[src/rtl/i2c_start_pkg.sv]
package i2c_start_pkg;
  typedef enum logic [1:0] {
    ST_IDLE,
    ST_LEAD,   // first period, lines released
    ST_TAIL,   // second period, SDA low
    ST_HOLD    // done, SDA held low
  } start_state_e;

  localparam int unsigned NUM_FLAGS = 3;
  localparam int unsigned FLAG_IRQ  = 0;
  localparam int unsigned FLAG_BCOL = 1;
  localparam int unsigned FLAG_WCOL = 2;
endpackage

[src/rtl/i2c_line_sync.sv]
module i2c_line_sync #(
  parameter int unsigned WIDTH   = 2,
  parameter int unsigned STAGES  = 2,
  parameter logic        RST_VAL = 1'b1
) (
  input  logic             clk_i,
  input  logic             rst_ni,
  input  logic [WIDTH-1:0] d_i,
  output logic [WIDTH-1:0] q_o
);
  logic [WIDTH-1:0] stg_q [STAGES];

  for (genvar s = 0; s < STAGES; s++) begin : g_stage
    if (s == 0) begin : g_first
      always_ff @(posedge clk_i or negedge rst_ni) begin
        if (!rst_ni) stg_q[s] <= {WIDTH{RST_VAL}};
        else         stg_q[s] <= d_i;
      end
    end else begin : g_next
      always_ff @(posedge clk_i or negedge rst_ni) begin
        if (!rst_ni) stg_q[s] <= {WIDTH{RST_VAL}};
        else         stg_q[s] <= stg_q[s-1];
      end
    end
  end

  assign q_o = stg_q[STAGES-1];
endmodule

[src/rtl/i2c_baud_cnt.sv]
module i2c_baud_cnt #(
  parameter int unsigned CNT_W = 7
) (
  input  logic             clk_i,
  input  logic             rst_ni,
  input  logic             load_i,
  input  logic             run_i,
  input  logic [CNT_W-1:0] reload_i,
  output logic             expire_o
);
  logic [CNT_W-1:0] cnt_q;

  always_ff @(posedge clk_i or negedge rst_ni) begin
    if (!rst_ni)                      cnt_q <= '0;
    else if (load_i)                  cnt_q <= reload_i;
    else if (run_i && cnt_q != '0)    cnt_q <= cnt_q - 1'b1;
  end

  // period = reload + 1 cycles
  assign expire_o = run_i && (cnt_q == '0);
endmodule

[src/rtl/i2c_start_fsm.sv]
module i2c_start_fsm
  import i2c_start_pkg::*;
(
  input  logic clk_i,
  input  logic rst_ni,
  input  logic en_i,
  input  logic sda_s_i,
  input  logic scl_s_i,
  input  logic expire_i,
  output logic load_o,
  output logic run_o,
  output logic sda_low_o,
  output logic hold_o,
  output logic det_set_o,
  output logic irq_set_o,
  output logic bcol_set_o,
  output logic en_clr_o
);
  start_state_e state_q, state_d;

  always_ff @(posedge clk_i or negedge rst_ni) begin
    if (!rst_ni) state_q <= ST_IDLE;
    else         state_q <= state_d;
  end

  always_comb begin
    state_d    = state_q;
    load_o     = 1'b0;
    det_set_o  = 1'b0;
    irq_set_o  = 1'b0;
    bcol_set_o = 1'b0;
    en_clr_o   = 1'b0;
    case (state_q)
      ST_IDLE: begin
        if (en_i) begin
          if (sda_s_i && scl_s_i) begin
            load_o  = 1'b1;
            state_d = ST_LEAD;
          end else begin
            bcol_set_o = 1'b1;
            en_clr_o   = 1'b1;
          end
        end
      end
      ST_LEAD: begin
        // SCL low before SDA is pulled takes priority over expiry
        if (!scl_s_i) begin
          bcol_set_o = 1'b1;
          en_clr_o   = 1'b1;
          state_d    = ST_IDLE;
        end else if (expire_i) begin
          if (sda_s_i) begin
            load_o    = 1'b1;
            det_set_o = 1'b1;
            state_d   = ST_TAIL;
          end else begin
            bcol_set_o = 1'b1;
            en_clr_o   = 1'b1;
            state_d    = ST_IDLE;
          end
        end
      end
      ST_TAIL: begin
        if (expire_i) begin
          en_clr_o  = 1'b1;
          irq_set_o = 1'b1;
          state_d   = ST_HOLD;
        end
      end
      default: ;
    endcase
  end

  assign run_o     = (state_q == ST_LEAD) || (state_q == ST_TAIL);
  assign sda_low_o = (state_q == ST_TAIL) || (state_q == ST_HOLD);
  assign hold_o    = (state_q == ST_HOLD);
endmodule

[src/rtl/i2c_start_regs.sv]
module i2c_start_regs
  import i2c_start_pkg::*;
#(
  parameter int unsigned CMD_W  = 5,
  parameter int unsigned DATA_W = 8
) (
  input  logic                 clk_i,
  input  logic                 rst_ni,
  input  logic                 cmd_wr_i,
  input  logic [CMD_W-1:0]     cmd_wdata_i,
  input  logic                 buf_wr_i,
  input  logic [DATA_W-1:0]    buf_wdata_i,
  input  logic                 flag_wr_i,
  input  logic [NUM_FLAGS-1:0] flag_wdata_i,
  input  logic                 en_clr_i,
  input  logic                 hold_i,
  input  logic                 det_set_i,
  input  logic                 irq_set_i,
  input  logic                 bcol_set_i,
  output logic [CMD_W-1:0]     cmd_o,
  output logic [DATA_W-1:0]    buf_o,
  output logic                 det_o,
  output logic [NUM_FLAGS-1:0] flags_o
);
  logic [CMD_W-1:0]     cmd_q;
  logic [DATA_W-1:0]    buf_q;
  logic                 det_q;
  logic [NUM_FLAGS-1:0] flag_q;
  logic [NUM_FLAGS-1:0] flag_set;
  logic                 busy;

  assign busy = cmd_q[0];

  always_ff @(posedge clk_i or negedge rst_ni) begin
    if (!rst_ni)                   cmd_q    <= '0;
    else if (en_clr_i)             cmd_q[0] <= 1'b0;
    else if (cmd_wr_i && !busy)    cmd_q    <= {cmd_wdata_i[CMD_W-1:1], cmd_wdata_i[0] & ~hold_i};
  end

  always_ff @(posedge clk_i or negedge rst_ni) begin
    if (!rst_ni)                buf_q <= '0;
    else if (buf_wr_i && !busy) buf_q <= buf_wdata_i;
  end

  always_ff @(posedge clk_i or negedge rst_ni) begin
    if (!rst_ni)        det_q <= 1'b0;
    else if (det_set_i) det_q <= 1'b1;
  end

  assign flag_set[FLAG_IRQ]  = irq_set_i;
  assign flag_set[FLAG_BCOL] = bcol_set_i;
  assign flag_set[FLAG_WCOL] = buf_wr_i & busy;

  for (genvar k = 0; k < NUM_FLAGS; k++) begin : g_flag
    always_ff @(posedge clk_i or negedge rst_ni) begin
      if (!rst_ni) flag_q[k] <= 1'b0;
      else         flag_q[k] <= flag_set[k] | (flag_q[k] & ~(flag_wr_i & ~flag_wdata_i[k]));
    end
  end

  assign cmd_o   = cmd_q;
  assign buf_o   = buf_q;
  assign det_o   = det_q;
  assign flags_o = flag_q;
endmodule

[src/rtl/i2c_start_gen.sv]
module i2c_start_gen
  import i2c_start_pkg::*;
#(
  parameter int unsigned BAUD_W      = 7,
  parameter int unsigned CMD_W       = 5,
  parameter int unsigned DATA_W      = 8,
  parameter int unsigned SYNC_STAGES = 2
) (
  input  logic                 clk_i,
  input  logic                 rst_ni,
  input  logic [BAUD_W-1:0]    baud_reload_i,
  input  logic                 cmd_wr_i,
  input  logic [CMD_W-1:0]     cmd_wdata_i,
  input  logic                 buf_wr_i,
  input  logic [DATA_W-1:0]    buf_wdata_i,
  input  logic                 flag_wr_i,
  input  logic [NUM_FLAGS-1:0] flag_wdata_i,
  input  logic                 sda_i,
  input  logic                 scl_i,
  output logic                 sda_drive_low_o,
  output logic                 scl_drive_low_o,
  output logic                 start_en_o,
  output logic [CMD_W-1:0]     cmd_o,
  output logic [DATA_W-1:0]    buf_o,
  output logic                 start_det_o,
  output logic                 irq_o,
  output logic                 bcol_o,
  output logic                 wcol_o
);
  localparam int unsigned LINES = 2;

  logic [LINES-1:0]     line_s;
  logic                 load, run, expire, hold;
  logic                 det_set, irq_set, bcol_set, en_clr;
  logic [NUM_FLAGS-1:0] flags;

  i2c_line_sync #(.WIDTH(LINES), .STAGES(SYNC_STAGES), .RST_VAL(1'b1)) u_sync (
    .clk_i  (clk_i),
    .rst_ni (rst_ni),
    .d_i    ({scl_i, sda_i}),
    .q_o    (line_s)
  );

  i2c_baud_cnt #(.CNT_W(BAUD_W)) u_baud (
    .clk_i    (clk_i),
    .rst_ni   (rst_ni),
    .load_i   (load),
    .run_i    (run),
    .reload_i (baud_reload_i),
    .expire_o (expire)
  );

  i2c_start_fsm u_fsm (
    .clk_i      (clk_i),
    .rst_ni     (rst_ni),
    .en_i       (cmd_o[0]),
    .sda_s_i    (line_s[0]),
    .scl_s_i    (line_s[1]),
    .expire_i   (expire),
    .load_o     (load),
    .run_o      (run),
    .sda_low_o  (sda_drive_low_o),
    .hold_o     (hold),
    .det_set_o  (det_set),
    .irq_set_o  (irq_set),
    .bcol_set_o (bcol_set),
    .en_clr_o   (en_clr)
  );

  i2c_start_regs #(.CMD_W(CMD_W), .DATA_W(DATA_W)) u_regs (
    .clk_i        (clk_i),
    .rst_ni       (rst_ni),
    .cmd_wr_i     (cmd_wr_i),
    .cmd_wdata_i  (cmd_wdata_i),
    .buf_wr_i     (buf_wr_i),
    .buf_wdata_i  (buf_wdata_i),
    .flag_wr_i    (flag_wr_i),
    .flag_wdata_i (flag_wdata_i),
    .en_clr_i     (en_clr),
    .hold_i       (hold),
    .det_set_i    (det_set),
    .irq_set_i    (irq_set),
    .bcol_set_i   (bcol_set),
    .cmd_o        (cmd_o),
    .buf_o        (buf_o),
    .det_o        (start_det_o),
    .flags_o      (flags)
  );

  // Start phase never pulls SCL
  assign scl_drive_low_o = 1'b0;
  assign start_en_o      = cmd_o[0];
  assign irq_o           = flags[FLAG_IRQ];
  assign bcol_o          = flags[FLAG_BCOL];
  assign wcol_o          = flags[FLAG_WCOL];
endmodule

[config.mk]
export PLATFORM = sky130hd
export DESIGN_NAME = i2c_start_gen
export DESIGN_NICKNAME = d
export VERILOG_FILES = /design/src/rtl/i2c_start_pkg.sv /design/src/rtl/i2c_line_sync.sv /design/src/rtl/i2c_baud_cnt.sv /design/src/rtl/i2c_start_fsm.sv /design/src/rtl/i2c_start_regs.sv /design/src/rtl/i2c_start_gen.sv
export SDC_FILE = /design/constraint.sdc
export NUM_CORES = 1
export LEC_CHECK = 0
export ABC_AREA = 1
export BUFFER_PORTS_ARGS = -buffer_cell sky130_fd_sc_hd__buf_2
export CAP_MARGIN = 20
export CORE_UTILIZATION = 45
export CTS_CLUSTER_DIAMETER = 120
export DETAILED_ROUTE_END_ITERATION = 16
export PLACE_DENSITY = 0.75
export SYNTH_ARGS = -nofsm -noshare
export SYNTH_HDL_FRONTEND = slang
export SYNTH_SLANG_ARGS = --single-unit
[constraint.sdc]
create_clock -name clk_i -period 1.5 [get_ports clk_i]
set_input_delay 0 -clock clk_i [delete_from_list [all_inputs] [get_ports clk_i]]
set_output_delay 0 -clock clk_i [all_outputs]
set_load 0.02 [all_outputs]
== After elaboration in Yosys (flattened, before gate mapping) ==
Index checks and enable logic that the tools add are counted.
Widths: inputs -> output; s select.
Word-level totals
  register bits: 30
  latch bits: 0
  memory bits (writable): 0
  memory bits (read-only): 0
  input port bits: 30
  output and inout port bits: 20
  word-level logic and storage cells: 81
  memories kept: 0
Operators by class
  add/subtract/negate cells: 1
  multiply operators: 0
  divide/modulo/power cells: 0
  $lt $le $gt $ge: 0
  equal/unequal tests: 7
  shift-type cells: 0
  muxes and demuxes: 27
  bitwise operators: 19
  reduce and logical (&&, ||, !) cells: 16
Operators by type and width (count)
  $mux 1: 15
  $mux 7: 2
  $mux 2: 6
  $and 1x1->1: 8
  $not 1->1: 8
  $logic_not 7->1: 1
  $reduce_bool 7->1: 1
  $sub 7x1->7 const B: 1
  $pmux 2 s3: 1
  $logic_and 1x1->1: 5
  $reduce_and 5->1: 1
  $eq 2x2->1 const B: 2
  $ne 2x1->1 const B: 2
  $pmux 1 s2: 2
  $reduce_bool 2->1: 2
  $ne 3x3->1 const B: 1
  $or 1x1->1: 3
  $pmux 1 s3: 1
  $reduce_bool 3->1: 1
  $eq 2x1->1 const B: 1
  $logic_not 2->1: 1
  $logic_or 1x1->1: 2
  $ne 2x2->1 const B: 1
  $reduce_and 2->1: 1
  $logic_not 1->1: 1

== Logic depth before layout (Yosys ltp) ==
Gate-level depths: netlist of run 1.
  depth after elaboration: 8
  depth in mapped cells: 12
  depth with buffers taken out: 12

== Cells and area by module ==
A second synthesis of run 1 with hierarchy kept.
Unflattened totals
  cells, all modules: 209
  area, all modules: 1709.1 um2
Modules (own cells, without submodules)
  i2c_start_regs: times used 1, cells an instance 74, area each 683.2 um2, seq. area each 425.4 um2
  i2c_baud_cnt: times used 1, cells an instance 74, area each 575.6 um2, seq. area each 175.2 um2
  i2c_start_fsm: times used 1, cells an instance 52, area each 311.5 um2, seq. area each 50.0 um2
  i2c_line_sync: times used 1, cells an instance 6, area each 120.1 um2, seq. area each 105.1 um2
  i2c_start_gen: times used 1, cells an instance 3, area each 18.8 um2, seq. area each 0.0 um2

== Least setup slack after synthesis of run 1 ==
OpenSTA, ideal clock, no wires.
  path type: reg-to-reg
  from: register u_fsm.state_q[0]
  to: register u_baud.cnt_q[0]
  library setup time: 0.128 ns
  data arrival time: 1.360 ns
  slack: 0.012 ns
  stages on the path, launching flop included: 7
  clock period less this slack: 1.488 ns
  path through: dfrtp_1 > inv_1 > ha_1 > inv_1 > nor2_2 > xor2_1 > o21ai_0
On the way
  word-level cells in the longest chain between the ends: 7
  elaborated cells on any way between the ends: 11
  classes of those cells: eq/ne (2); mux (4); reduce/logical (5)
RTL lines
  start, declared: line i2c_start_fsm.sv:19  | start_state_e state_q, state_d;
  start signal, assigned: line i2c_start_fsm.sv:23  | else state_q <= state_d;
  $eq 2x1->1 / $eq 2x2->1 (equally long branches): line i2c_start_fsm.sv:33, i2c_start_fsm.sv:74
  $logic_or 1x1->1: line i2c_start_fsm.sv:74  | assign run_o = (state_q == ST_LEAD) || (state_q == ST_TAIL);
  $logic_and 1x1->1: line i2c_baud_cnt.sv:20  | assign expire_o = run_i && (cnt_q == '0);
  $mux 1: line i2c_start_fsm.sv:51  | end else if (expire_i) begin
  $mux 1: line i2c_start_fsm.sv:47  | if (!scl_s_i) begin
  $pmux 1 s2: line i2c_start_fsm.sv:33  | case (state_q)
  $mux 7 / $reduce_bool 2->1 (equally long branches)
  end signal, assigned: line i2c_baud_cnt.sv:15  | else if (load_i) cnt_q <= reload_i;
  end signal, assigned: line i2c_baud_cnt.sv:16  | else if (run_i && cnt_q != '0) cnt_q <= cnt_q - 1'b1;
  end, declared: line i2c_baud_cnt.sv:11  | logic [CNT_W-1:0] cnt_q;
Several ways; a longest one is shown, not always the timed one.
A chain may end at the register's enable or synchronous reset.

== Final worst setup path of run 1 ==
  from: register u_baud.cnt_q[1]
  to: register u_regs.cmd_q[2] (netlist: u_regs.cmd_o[2])
On the way
  word-level cells in the longest chain between the ends: 7
  elaborated cells on any way between the ends: 8
  classes of those cells: mux (4); bitwise (1); reduce/logical (3)
RTL lines
  $logic_not 7->1 *: line i2c_baud_cnt.sv:20
  $logic_and 1x1->1 *: line i2c_baud_cnt.sv:20
  $mux 1: line i2c_start_fsm.sv:51
  $mux 1: line i2c_start_fsm.sv:47
  $pmux 1 s3 *: line i2c_start_fsm.sv:33
  $not 1->1 (no source line) *
  $reduce_and 2->1 (no source line) *
  end signal, assigned: line i2c_start_regs.sv:37  | else if (cmd_wr_i && !busy) cmd_q <= {cmd_wdata_i[CMD_W-1:1], cmd_wdata_i[0] & ~hold_i};
  end, declared: line i2c_start_regs.sv:25  | logic [CMD_W-1:0] cmd_q;
Every way passes the cells marked *; elsewhere a longest branch is shown, timed or not.

==> results.json, run 1 <==
{
  "crit_path_max_incr_delay_ns": 0.41,
  "fin_tns_setup_ns": -0.208,
  "port_buffers": 48,
  "top_layer": "met4",
  "synthDistinctLibCells": 24,
  "holdPathStages": 4,
  "dp.cells": 257,
  "ant_nets": 0,
  "clock_path_buffers": 2,
  "pwr-share-seq_pct": 31.3,
  "clkSinkCount": 30,
  "rsz0062_at_grt": "true",
  "placement.cell_area_sq_mm": 0.00186,
  "tightest_slew_ns": 0.660,
  "syn-mean-instance-area_sq_um": 9.59,
  "grt_usage_pct": 23.0,
  "ir_drop_uv": 1140,
  "drcViolationCount": 0,
  "yosysTopAreaCell": "dfrtp_1",
  "grt_pass1_wl_um": 5970,
  "wl_met2_um": 2180,
  "antenna_cells": 0,
  "hold_ws_ns": 0.0755,
  "vias": 1478,
  "dieArea_sq_mm": 0.00358,
  "gp_congestion": 0.793,
  "yosys_warnings": 0,
  "die_x_um": 59.8,
  "violations": "negative setup slack",
  "design.core.area_sq_mm": 0.00310,
  "worst-path-buf-inv": 1,
  "path_cells": "inv_2 > ha_4 > nand2_4 > nor2_4 > nand3_2 > nand2_2 > nand2_2 > nand3_4 > nand2_4 > nand2_4 > nand2_2 > nand2_2",
  "fp.dieH_um": 59.8,
  "final_common_cell": "buf_2",
  "synth_cells": 157,
  "cts_buffers": 5,
  "slew_headroom_pct": 56.0,
  "outcome": "complete, but fails checks",
  "met1_length_um": 1730,
  "multi_input_area_sq_um": 811,
  "layout_common_cells": "buf_2, dlygate4sd3_1, nand2_1",
  "finalCritPeriodShare_pct": 103,
  "slowest_stage": "dfrtp_1",
  "combPwrFrac_pct": 57.8,
  "syn_nets": 194,
  "final.setup.worst_slack_ns": -0.0485,
  "firstDrtPassIters": 5,
  "hold_path_startpoint": "flag_wr_i",
  "clkPwrFrac_pct": 10.9,
  "via_per_inst": 4.91,
  "synth_area_leaders": "dfrtp_1, nand2_1, dfstp_2",
  "swShare_pct": 43.3,
  "dr.first_iter.drc_count": 85,
  "antenna_found_initial": 0,
  "worstReg2RegEnd": "u_regs.cmd_o[2]",
  "route.met3.wl_um": 219,
  "start_util_pct": 48.5,
  "critical-path-top-delay-family": "simple AND/OR/NAND/NOR gates",
  "worstHoldPathType": "input pin to flop",
  "clk_pin_slew_ns": 0.10,
  "seqCellArea_sq_um": 756,
  "fin_cells": 301,
  "grt_max_degree": 31,
  "wl_per_cell_um": 14.0,
  "cap_viol_max_count": 0,
  "crit_type": "flop to flop",
  "htreeDepth": 2,
  "crit_top_cell": "nand2_2",
  "path_max_fanout": 5,
  "power-per-cell-area_mw_per_mm2": 1750,
  "power.internal_w": 0.00239,
  "nets": 293,
  "nFillCells": 215,
  "ff2ff_setup_slack_ns": -0.05,
  "clock-root-buffer": "clkbuf_4",
  "critical_path_arrival_ns": 1.83,
  "ys_seq_elements": 30,
  "synth_top_area_share_pct": 43.2,
  "critical_path_depth": 12,
  "slew_viol_final": 0,
  "reg2reg_depth": 12,
  "ios": 50,
  "hold_end": "u_regs.flags_o[1]",
  "clkLatencyLatePin_ns": 0.34,
  "cp-start-kind": "flop",
  "worstPathRequired_ns": 1.78,
  "drive_gt1_share_pct": 47.5,
  "synth-seq-area-share_pct": 50.2,
  "cts_tree": "built",
  "critPathCaptureType": "flop",
  "area_growth_pct": 60.1,
  "dp_hpwl_um": 2220,
  "grt_pass1_vias": 1471,
  "p_sw_w": 0.00182,
  "finalHoldViolations": 0,
  "min_period_ns": 1.55,
  "cellLeakagePower_nw": 1.23,
  "num_rows": 20,
  "r2r_start": "u_baud.cnt_q[1]",
  "design_area_sq_mm": 0.00241,
  "syn-cell-area_sq_mm": 0.00151,
  "finalWirelength_um": 4200,
  "clock_skew_ns": 0.00652,
  "max_freq_ghz": 0.646,
  "setup_viol": 8,
  "overflow": 0
}
through the flow:
step	power [W]	utilization, %	setup slack [ns]
after floorplan	0.00261	-	0.0119
after global placement	0.00321	60.0	0.0185
after detailed placement	0.00325	60.0	-0.0341
after CTS	0.00384	72.1	-0.00694
after global routing	0.00452	77.7	-0.116
final	0.00421	77.7	-0.0485
registers in the layout (all words and copies together) (netlist names):
register,cells
u_regs.buf_o,8
u_regs.cmd_o,5
u_baud.cnt_q,7
u_regs.flags_o,3
u_sync.stg_q,2
u_sync.q_o,2
u_fsm.state_q,2
u_regs.det_o,1
tightest hold or removal path: stages:
cell     delay (ns)
buf_2          0.10
inv_1          0.09
o21ai_0        0.10
nand3_1        0.08
power groups by stage:
stage / registers, W / logic, W / clock network [W]
global placement: 0.00130 / 0.00191 / 0
detailed placement: 0.00130 / 0.00194 / 0
global route: 0.00135 / 0.00266 / 0.000514
floorplan: 0.00156 / 0.00105 / 0
finish: 0.00132 / 0.00243 / 0.000460
CTS: 0.00129 / 0.00208 / 0.000469
worst max-delay path by stage:
stage / from / end
after floorplan: u_fsm.state_q[0] / u_baud.cnt_q[0]
after global placement: u_baud.cnt_q[1] / u_baud.cnt_q[3]
after detailed placement: u_baud.cnt_q[1] / u_baud.cnt_q[4]
after CTS: u_fsm.state_q[1] / sda_drive_low_o
after global routing: u_baud.cnt_q[1] / u_regs.cmd_o[2]
final: u_baud.cnt_q[1] / u_regs.cmd_o[2]
cell usage after synthesis (all sizes together):
master and number:
nand3b 1, inv 17, or2 1, o21ai 8
nand4 2, mux2 8, nand2 41, nand3 23
dfstp 4, nor2 8, xor2 5, a22oi 1
xnor2 1, ha 7, conb 1, dfrtp 26
buf 2, a21oi 1
per-layer routing:
metal	vias up	global-route usage [%]
met5	-	0
met4	0	5.98
met3	12	8.44
met2	57	41.1
met1	707	25.5
li1	702	-
area by class of cell:
type,instances,area share [%]
clock buffer,6,1.71
clock inverter,2,0.415
inverter,17,2.86
multi-input combinational,108,33.6
sequential,30,31.4
tap,44,2.28
timing repair buffer,94,27.7
timing repair:
item                                    4_1_cts  5_1_grt
hold buffers                                 29        0
pin swaps                                     3       18
setup buffers                                 2        5
gates resized for setup                       4       34
endpoints found under the setup margin        9       14
endpoints found under the hold margin        51        0
kinds of logic (layout without fill, tap and decap cells):
family	after synthesis	after routing	synth area share, %
xor gates and xnor gates	6	6	3.49
other	1	1	0.249
AOI/OAI and AO/OA	10	10	3.49
muxes	8	8	5.99
adders and majority gates	7	7	5.82
and+or+nand+nor	76	76	25.5
DFF	30	30	50.2
buffers and inverters	19	119	5.24
Power figures use the tool's default switching activity.
==> run 2, diff against run 1 <==
Settings changed: RECOVER_POWER from default to 100.
==> results.json, run 2 (synthesis gave the netlist of run 1 again) <==
{
  "clock_skew_ns": 0.00654,
  "min_period_ns": 1.55,
  "clkLatencyLatePin_ns": 0.34,
  "cap_viol_max_count": 0,
  "finalCritPeriodShare_pct": 103,
  "grt_pass1_vias": 1471,
  "htreeDepth": 2,
  "ant_nets": 0,
  "cellLeakagePower_nw": 1.18,
  "critPathCaptureType": "flop",
  "clock-root-buffer": "clkbuf_4",
  "cp-start-kind": "flop",
  "slew_viol_final": 0,
  "drive_gt1_share_pct": 41.2,
  "outcome": "complete, but fails checks",
  "cts_buffers": 5,
  "antenna_found_initial": 0,
  "finalWirelength_um": 4170,
  "worstPathRequired_ns": 1.78,
  "critical_path_arrival_ns": 1.83,
  "die_x_um": 59.8,
  "grt_max_degree": 31,
  "antenna_cells": 0,
  "ir_drop_uv": 1130,
  "drcViolationCount": 0,
  "final_common_cell": "buf_2",
  "dp_slack_ns": -0.0341,
  "port_buffers": 48,
  "via_per_inst": 4.92,
  "setup_viol": 8,
  "num_rows": 20,
  "hold_ws_ns": 0.0703,
  "slowest_stage": "dfrtp_1",
  "crit_type": "flop to flop",
  "critical-path-top-delay-family": "simple AND/OR/NAND/NOR gates",
  "violations": "negative setup slack",
  "swShare_pct": 43.9,
  "path_max_fanout": 5,
  "crit_top_cell": "nand2_2",
  "power.internal_w": 0.00234,
  "slew_headroom_pct": 51.2,
  "largest_reg_flops": 8,
  "dr.first_iter.drc_count": 91,
  "grt_usage_pct": 23.0,
  "tightest_slew_ns": 0.733,
  "fp.dieH_um": 59.8,
  "wl_per_cell_um": 13.8,
  "finalHoldViolations": 0,
  "layout_common_cells": "buf_2, dlygate4sd3_1, nand2_1",
  "cts_tree": "built",
  "total_power_w": 0.00416,
  "pwr-share-seq_pct": 31.8,
  "combPwrFrac_pct": 57.2,
  "nFillCells": 225,
  "area_growth_pct": 58.8,
  "grt_pass1_wl_um": 5970,
  "firstDrtPassIters": 5,
  "start_util_pct": 48.5,
  "dp_hpwl_um": 2220,
  "path_cells": "inv_2 > ha_4 > nand2_4 > nor2_4 > nand3_2 > nand2_2 > nand2_2 > nand3_4 > nand2_4 > nand2_4 > nand2_2 > nand2_2",
  "worstHoldPathType": "input pin to flop",
  "power-per-cell-area_mw_per_mm2": 1740,
  "crit_path_max_incr_delay_ns": 0.41,
  "max_freq_ghz": 0.646,
  "clkSinkCount": 30,
  "clkPwrFrac_pct": 11.0,
  "dieArea_sq_mm": 0.00358,
  "ios": 50,
  "worst-path-buf-inv": 1,
  "vias": 1481,
  "gp_congestion": 0.793,
  "post-route-util_pct": 77.0,
  "design.core.area_sq_mm": 0.00310,
  "nets": 293,
  "fin_tns_setup_ns": -0.217,
  "clock_path_buffers": 2,
  "final.setup.worst_slack_ns": -0.0485,
  "rsz0062_at_grt": "true",
  "overflow": 0,
  "p_sw_w": 0.00183,
  "clk_pin_slew_ns": 0.09
}
run 2: cell count changes in the layout (fill, tap and decap cells not counted), sizes merged:
cell,before,now
buf,65,48
clkbuf,6,23
run 2: power by group through the flow:
stage	clock [W]	combinational, W	sequential [W]
after floorplan	0	0.00105	0.00156
after global placement	0	0.00191	0.00130
after detailed placement	0	0.00194	0.00130
after CTS	0.000469	0.00208	0.00129
after global routing	0.000514	0.00261	0.00135
final	0.000460	0.00238	0.00132
run 2: tightest hold or removal path: stages:
cell	delay (ns)
buf_2	0.10
inv_1	0.09
o21ai_0	0.10
nand3_1	0.08
run 2: final timing paths:
path | to | depth (start not counted) | startpoint | slack [ns]
max | u_regs.cmd_o[2] | 12 | u_baud.cnt_q[1] | -0.05
min | u_regs.flags_o[1] | 4 | flag_wr_i | 0.07
max reg2reg | u_regs.cmd_o[2] | 12 | u_baud.cnt_q[1] | -0.05
min reg2reg | u_sync.q_o[0] | 0 | u_sync.stg_q[2] | 0.37
max in group asynchronous | u_regs.flags_o[2] | 2 | rst_ni | 0.78
min in group asynchronous | u_regs.buf_o[0] | 2 | rst_ni | 0.25
run 2: routing by layer:
metal	up-vias	track usage [%]	wire (um)
met5	-	0	0
met4	0	5.98	72
met3	11	8.44	227
met2	59	41.1	2170
met1	708	25.5	1700
li1	703	-	-
run 2: final cells by class:
class | count | area [sq um] | area share, %
Sequential cell | 30 | 756 | 31.6
Timing Repair Buffer | 94 | 648 | 27.1
Clock inverter | 2 | 10.0 | 0.419
Inverter | 17 | 68.8 | 2.88
Tap cell | 44 | 55.1 | 2.30
Multi-Input combinational cell | 108 | 811 | 33.9
Clock buffer | 6 | 41.3 | 1.73
run 2: what timing repair did:
action | 4_1_cts | 5_1_grt
resized for setup | 4 | 34
cloned | 0 | 0
hold buffers | 29 | 0
hold endpoints to repair | 51 | 0
buffers inserted | 2 | 5
pin swaps | 3 | 18
setup endpoints to repair | 9 | 14
run 2: stage by stage:
stage | cell area (sq um) | instances
floorplan | 1510 | 157
global placement | 1860 | 257
detailed placement | 1860 | 257
CTS | 2240 | 296
global route | 2390 | 301
finish | 2390 | 301
==> run 3, diff against run 2 <==
Settings changed: CORE_ASPECT_RATIO from default to 0.7.
==> results.json, run 3 (synthesis gave the netlist of run 1 again) <==
{
  "design.core.area_sq_mm": 0.00317,
  "clk_pin_slew_ns": 0.07,
  "outcome": "complete, but fails checks",
  "finalHoldViolations": 0,
  "dp_slack_ns": -0.0462,
  "hold_path_startpoint": "cmd_wdata_i[0]",
  "reg2reg_depth": 10,
  "cts_tree": "built",
  "layout_common_cells": "nand2_1, buf_2, dfrtp_1",
  "area_growth_pct": 55.0,
  "fin_tns_setup_ns": -0.0703,
  "ant_nets": 0,
  "grt_max_degree": 31,
  "placement.cell_area_sq_mm": 0.00186,
  "startpoint": "u_baud.cnt_q[3]",
  "rsz0062_at_grt": "true",
  "critical_path_depth": 10,
  "cellLeakagePower_nw": 1.14,
  "setup_viol": 6,
  "die_x_um": 71.1,
  "largest_reg_flops": 8,
  "antenna_found_initial": 0,
  "design_area_sq_mm": 0.00233,
  "crit_end": "u_regs.cmd_o[1]",
  "ios": 50,
  "r2r_start": "u_baud.cnt_q[3]",
  "critPathCaptureType": "flop",
  "ir_drop_uv": 966,
  "num_rows": 17,
  "start_util_pct": 47.5,
  "worstReg2RegEnd": "u_regs.cmd_o[1]",
  "drcViolationCount": 0,
  "cp-start-kind": "flop",
  "overflow": 0,
  "fp.dieH_um": 50.4,
  "dieArea_sq_mm": 0.00358,
  "worstHoldPathType": "input pin to flop",
  "dr.first_iter.drc_count": 80,
  "finalWirelength_um": 3740,
  "ff2ff_setup_slack_ns": -0.03,
  "critical_path_arrival_ns": 1.69,
  "port_buffers": 48,
  "slowest_stage": "dfrtp_1",
  "multi_input_area_sq_um": 769,
  "grt_pass1_wl_um": 5870,
  "crit_top_cell": "nand2_2",
  "clkSinkCount": 30,
  "drive_gt1_share_pct": 39.9,
  "min_period_ns": 1.53,
  "clock_path_buffers": 2,
  "tightest_slew_ns": 0.729,
  "slew_viol_final": 0,
  "critical-path-top-delay-family": "simple AND/OR/NAND/NOR gates",
  "via_per_inst": 4.78,
  "path_max_fanout": 5,
  "seqCellArea_sq_um": 756,
  "max_freq_ghz": 0.654,
  "worst-path-buf-inv": 0,
  "violations": "negative setup slack",
  "finalCritPeriodShare_pct": 102,
  "htreeDepth": 2,
  "gp_congestion": 0.779,
  "grt_pass1_vias": 1354,
  "clkLatencyLatePin_ns": 0.28,
  "power-per-cell-area_mw_per_mm2": 1830,
  "cap_viol_max_count": 0,
  "worstPathRequired_ns": 1.67,
  "dp_hpwl_um": 2300,
  "clock_skew_ns": 0.00645,
  "hold_ws_ns": 0.0109,
  "antenna_cells": 0,
  "path_cells": "nor2_4 > nand2_2 > nor2_4 > nand3_2 > nand2_2 > nand2_2 > nand3_4 > nand2_4 > nand3_1 > nand2_1",
  "final.setup.worst_slack_ns": -0.0295,
  "wl_per_cell_um": 12.8,
  "nFillCells": 213,
  "nets": 289,
  "clock-root-buffer": "clkbuf_8",
  "cts_buffers": 5,
  "grt_usage_pct": 21.8,
  "firstDrtPassIters": 6,
  "slew_headroom_pct": 51.4,
  "vias": 1390,
  "crit_path_max_incr_delay_ns": 0.44,
  "crit_type": "flop to flop"
}
-- run 3: cell type report --
cell class | instances | share of cell area (%)
Multi-Input combinational cell | 108 | 33.0
Timing Repair Buffer | 90 | 25.7
Inverter | 17 | 2.84
Clock inverter | 2 | 0.536
Clock buffer | 6 | 3.54
Tap cell | 38 | 2.04
Sequential cell | 30 | 32.4
-- run 3: where the power goes --
group | internal (W) | total, W | switching (W)
clock network | 0.000368 | 0.000659 | 0.000291
logic | 0.000979 | 0.00229 | 0.00131
registers | 0.00113 | 0.00133 | 0.000202
-- run 3: per-layer routing --
| metal | up-vias | global-route usage [%] | wire, um |
|---|---|---|---|
| li1 | 694 | - | - |
| met1 | 646 | 28.6 | 1700 |
| met2 | 46 | 35.1 | 1850 |
| met3 | 4 | 5.82 | 158 |
| met4 | 0 | 8.00 | 27 |
| met5 | - | 0 | 0 |
-- run 3: worst min path at each step --
stage                                  to  slack, ns  cells past startpoint
final                     u_regs.cmd_o[0]       0.01                      3
after global routing      u_regs.cmd_o[0]       0.03                      3
after CTS                 u_regs.cmd_o[0]       0.01                      3
after detailed placement  u_baud.cnt_q[3]       0.07                      1
after global placement    u_regs.buf_o[3]       0.07                      1
after floorplan           u_baud.cnt_q[0]      -0.30                      0
-- run 3: per-stage QoR --
stage	util, %	power, W	instances
floorplan	-	0.00261	157
global placement	58.7	0.00320	252
detailed placement	58.7	0.00325	252
CTS	71.1	0.00404	288
global route	73.6	0.00461	291
finish	73.6	0.00428	291
-- run 3: worst reg2reg max path: cells and delay by family, from the launching register on --
| family | cells | cell delay (ns) |
|---|---|---|
| AND/OR/NAND/NOR | 10 | 0.99 |
| flip-flops | 1 | 0.44 |
-- run 3: timing repair --
item	in CTS	in global routing
hold endpoints to repair	49	0
setup endpoints to repair	10	16
cloned	0	0
setup buffers	3	3
pin swaps	8	14
gates resized for setup	6	23
hold buffers	25	0
